[src/rtl/dma_seq_pkg.sv]
package dma_seq_pkg;

    localparam int STATE_W = 4;

    typedef enum logic [STATE_W-1:0] {
        ST_IDLE = 4'd0,
        ST_S0   = 4'd1,
        ST_S1   = 4'd2,
        ST_S2   = 4'd3,
        ST_S3   = 4'd4,
        ST_SW   = 4'd5,
        ST_S4   = 4'd6,
        ST_M11  = 4'd7,
        ST_M12  = 4'd8,
        ST_M13  = 4'd9,
        ST_M14  = 4'd10,
        ST_M21  = 4'd11,
        ST_M22  = 4'd12,
        ST_M23  = 4'd13,
        ST_M24  = 4'd14
    } seq_state_e;

endpackage

[src/rtl/dma_seq_next.sv]
module dma_seq_next
    import dma_seq_pkg::*;
(
    input  seq_state_e cur,
    input  logic       req_seen,
    input  logic       hold_ack,
    input  logic       ready,
    input  logic       cmp_mode,
    input  logic       m2m_mode,
    input  logic       end_svc,
    output seq_state_e nxt
);

    always_comb begin
        nxt = cur;
        unique case (cur)
            ST_IDLE: nxt = req_seen ? ST_S0 : ST_IDLE;
            ST_S0: begin
                if (hold_ack) nxt = m2m_mode ? ST_M11 : ST_S1;
                else          nxt = ST_S0;
            end
            ST_S1: nxt = ST_S2;
            ST_S2: begin
                if (cmp_mode) nxt = ready ? ST_S4 : ST_SW;
                else          nxt = ST_S3;
            end
            ST_S3:  nxt = ready ? ST_S4 : ST_SW;
            ST_SW:  nxt = ready ? ST_S4 : ST_SW;
            ST_S4:  nxt = end_svc ? ST_IDLE : ST_S1;
            ST_M11: nxt = ST_M12;
            ST_M12: nxt = ST_M13;
            ST_M13: nxt = ST_M14;
            ST_M14: nxt = ST_M21;
            ST_M21: nxt = ST_M22;
            ST_M22: nxt = ST_M23;
            ST_M23: nxt = ST_M24;
            ST_M24: nxt = end_svc ? ST_IDLE : ST_M11;
            default: nxt = ST_IDLE;
        endcase
    end

endmodule

[src/rtl/dma_seq_decode.sv]
module dma_seq_decode
    import dma_seq_pkg::*;
(
    input  seq_state_e cur,
    input  logic       cmp_mode,
    input  logic       dir_mode,
    output logic       hold_req,
    output logic       io_rd,
    output logic       io_wr,
    output logic       mem_rd,
    output logic       mem_wr
);

    logic xfer_on;

    always_comb begin
        hold_req = (cur != ST_IDLE);
        xfer_on  = 1'b0;
        io_rd    = 1'b0;
        io_wr    = 1'b0;
        mem_rd   = 1'b0;
        mem_wr   = 1'b0;
        unique case (cur)
            ST_S2, ST_SW:   xfer_on = 1'b1;
            ST_S3, ST_S4:   xfer_on = !cmp_mode;
            ST_M12, ST_M13: mem_rd  = 1'b1;
            ST_M22, ST_M23: mem_wr  = 1'b1;
            default:        xfer_on = 1'b0;
        endcase
        if (xfer_on) begin
            if (dir_mode) begin
                io_rd  = 1'b1;
                mem_wr = 1'b1;
            end else begin
                mem_rd = 1'b1;
                io_wr  = 1'b1;
            end
        end
    end

endmodule

[src/rtl/dma_cycle_seq.sv]
module dma_cycle_seq
    import dma_seq_pkg::*;
(
    input  logic               clk,
    input  logic               rst,
    input  logic               svc_req,
    input  logic               hold_ack,
    input  logic               ready,
    input  logic               compressed,
    input  logic               mem2mem,
    input  logic               dev_to_mem,
    input  logic               end_svc,
    output logic               hold_req,
    output logic [STATE_W-1:0] state_code,
    output logic               io_rd,
    output logic               io_wr,
    output logic               mem_rd,
    output logic               mem_wr
);

    seq_state_e state, state_nxt;
    logic       req_seen;
    logic       cmp_q, m2m_q, dir_q;

    // request line captured on the falling edge
    always_ff @(negedge clk) begin
        if (rst) req_seen <= 1'b0;
        else     req_seen <= svc_req;
    end

    // state register and mode capture on leaving idle
    always_ff @(posedge clk) begin
        if (rst) begin
            state <= ST_IDLE;
            cmp_q <= 1'b0;
            m2m_q <= 1'b0;
            dir_q <= 1'b0;
        end else begin
            state <= state_nxt;
            if (state == ST_IDLE && req_seen) begin
                cmp_q <= compressed;
                m2m_q <= mem2mem;
                dir_q <= dev_to_mem;
            end
        end
    end

    dma_seq_next u_next (
        .cur      (state),
        .req_seen (req_seen),
        .hold_ack (hold_ack),
        .ready    (ready),
        .cmp_mode (cmp_q),
        .m2m_mode (m2m_q),
        .end_svc  (end_svc),
        .nxt      (state_nxt)
    );

    dma_seq_decode u_dec (
        .cur      (state),
        .cmp_mode (cmp_q),
        .dir_mode (dir_q),
        .hold_req (hold_req),
        .io_rd    (io_rd),
        .io_wr    (io_wr),
        .mem_rd   (mem_rd),
        .mem_wr   (mem_wr)
    );

    assign state_code = state;

endmodule

[config.mk]
export PLATFORM = sky130hd
export DESIGN_NAME = dma_cycle_seq
export DESIGN_NICKNAME = d
export VERILOG_FILES = /design/src/rtl/dma_seq_pkg.sv /design/src/rtl/dma_seq_next.sv /design/src/rtl/dma_seq_decode.sv /design/src/rtl/dma_cycle_seq.sv
export SDC_FILE = /design/constraint.sdc
export NUM_CORES = 1
export LEC_CHECK = 0
export CAP_MARGIN = 40
export CORE_AREA = 2 2 39 41
export CTS_CLUSTER_SIZE = 16
export DETAILED_ROUTE_END_ITERATION = 10
export DIE_AREA = 0 0 41 43
export PLACE_DENSITY = 0.71
export SYNTH_ARGS = -nofsm -noshare
export SYNTH_HDL_FRONTEND = slang
export SYNTH_SLANG_ARGS = --single-unit
[constraint.sdc]
create_clock -name clk -period 2.35 [get_ports clk]
set_input_delay 0.47 -clock clk [delete_from_list [all_inputs] [get_ports clk]]
set_output_delay 0.47 -clock clk [all_outputs]
set_load 0.01 [all_outputs]
==> flow_summary.toml <==
[sta]
hold_violations = 0
slew_headroom_pct = 75.0
slew_violations = 0
clock_skew_ps = 54.2
tns_ps = 0
worst_pin_slew_ps = 375
rsz0062_at_grt = "no"
setup_viol = 0
hold_ws_ps = 505
period_minus_slack_ps = 2240
period_share_pct = 95.3
max_freq_ghz = 0.447

[placed_design]
dp.cells = 97
gp_congestion = 0.727
io_buffers = 17
hpwlAfterDp_um = 886

[synth]
synthArstFlopShare_pct = 0
synth_seq_cells = 8
yosysUniqueCellTypes = 29
avgSynthCellArea_um2 = 8.25
synth.area.top_cells = "dfxtp_1 (30%), o21ai_0 (5.7%), nor2b_1 (4.7%)"
synth_top_cell_by_area = "dfxtp_1"
synth_edf_count = 0
syn-cell-area_um2 = 528
syn_nets = 73
ys_seq_area_share_pct = 30.3
synth_top_area_share_pct = 30.3
synth_cells = 64
ys_warn_count = 0
synthFlopType = "dfxtp_1"

[setup_path]
path_max_fanout = 6
arrival_ps = 1770
startpoint_type = "flip-flop"
critPathRequiredTime_ps = 1880
path_cells = "xor2_1 > a22oi_1 > o32ai_1 > clkdlybuf4s50_1"
end_kind = "output port"
path_class = "reg -> out"
timing.critical_path.slowest_stage_cell = "clkdlybuf4s50_1"
slowest_delay_ps = 570

[global_route]
grt_pass1_vias = 430
antenna_found_initial = 0
grt.overflow.total = 0
track_usage_pct = 15.0
grt_max_degree = 13
grt_pass1_wl_um = 1790

[clocking]
clk_latency_ps = 310
ctsRootBufferMaster = "clkbuf_4"
clock_sinks = 8
h-tree-depth = 1
cts_tree = "built"
clk_path_buf_depth = 2
cts_hold_buf = 0
cts_buffers = 3
cts.clk_slew.worst_paths_ps = 60

[die]
rows = 14
core_um2 = 1380
dieArea_um2 = 1760
initial_core_util_pct = 38.2
die_x_um = 41
io_pins = 18
die_h_um = 43

[pwr]
pwr-share-comb_pct = 43.8
internal_power_uw = 358
swShare_pct = 36.3
leakage_nw = 0.307
seqPwrFrac_pct = 33.7
p_per_area_nw_per_um2 = 753
p_switching_uw = 204
ir_worst_vdd_uv = 310
p_clk_share_pct = 22.6

[detailed_routing]
dr.pass1.iters = 4
viasPerCell = 5.26
wire_per_inst_um = 12.0
drt_wl_total_um = 1210
dr_total_vias = 531
drc_errors = 0
drtIter0Drc = 10
drtAntennaViolNets = 0

[layout]
drive_gt1_share_pct = 15.3
fillCellCount = 133
mostFrequentLayoutCell = "clkdlybuf4s50_1"
instances_no_fill = 101
antenna_cells = 0
syn_to_final_growth_pct = 41.2
fin_nets = 95
layout_common_cells = "clkdlybuf4s50_1 (17), o21ai_0 (6), dfxtp_1 (6)"

[job]
drv_cap = 0

[hold_path]
hold_path_class = "reg -> reg"

[outcome]
status = "finished clean"
repair_timing:
action	in CTS	in global routing
gates resized for setup	1	1
endpoints found under the setup margin	1	4
setup buffers	0	0
through the flow:
stage               area, um2  total power [mW]  setup WS (ps)  util, %
finish                    746             0.562            110     53.9
global route              746             0.599           8.07     53.9
CTS                       744             0.563           20.8     53.8
detailed placement        717             0.441           60.2     51.8
global placement          717             0.437           68.9     51.8
floorplan                 528             0.343            425        -
cells in the mapped netlist (2+ instances only):
library cell	number
dfxtp_1	8
a21oi_1	4
nand2b_1	2
nor2b_1	4
buf_4	2
nor3_1	2
nand3_1	4
nand2_1	3
nor2_1	4
and2b_1	3
o21ai_0	6
inv_1	4
a31oi_1	2
path summary, 6_finish.rpt:
path	endpoint	startpoint	slack [ps]	cells past startpoint
setup reg to reg	m2m_q	req_seen	280	3
hold reg to reg	state_code[2]	m2m_q	500	2
setup / recovery	mem_wr	state_code[1]	110	4
hold / removal	state_code[2]	m2m_q	500	2
cells by family after synthesis:
logic type                after synthesis  synth area share, %
AOI/OAI and AO/OA                      21                 27.0
xor gates and xnor gates                1                 1.66
buffers and inverters                   8                 8.77
DFF                                     8                 30.3
muxes                                   1                 1.90
and+or+nand+nor                        25                 30.3
critical path, delay by kind of cell, from the launching register on:
| family | cells | cell delay (ps) |
|---|---|---|
| XOR/XNOR | 1 | 160 |
| buffers and inverters | 1 | 570 |
| AO/OA/AOI/OAI | 2 | 360 |
| flip-flops | 1 | 410 |
sequential cells by signal, summed over array words and instances, names as in the netlist:
register	count
cmp_q	1
dir_q	1
m2m_q	1
req_seen	1
state_code	4
power groups by stage:
stage	Clock, mW	Sequential (mW)	Combinational (mW)
after floorplan	0.00533	0.183	0.155
after CTS	0.129	0.188	0.246
final	0.127	0.189	0.246
after global placement	0.00533	0.189	0.242
after detailed placement	0.00533	0.190	0.245
after global routing	0.139	0.192	0.268
routing by layer:
layer / up-vias / GRT usage, % / share of wire [%]
met5: - / 0 / 0
met4: 0 / 10.0 / 1.2
met3: 2 / 1.57 / 4.7
met2: 19 / 19.7 / 44
met1: 236 / 22.0 / 49
li1: 274 / - / -
area by class of cell:
class	instances	area [um2]	share of cell area, %
flip-flops and latches	8	163	21.8
well taps	16	20.0	2.68
multi-input cells	48	322	43.1
repair buffers	21	200	26.8
clock buffers	4	26.3	3.52
inverters	3	11.3	1.51
clock inverters	1	3.75	0.503
Power figures use the tool's default switching activity.
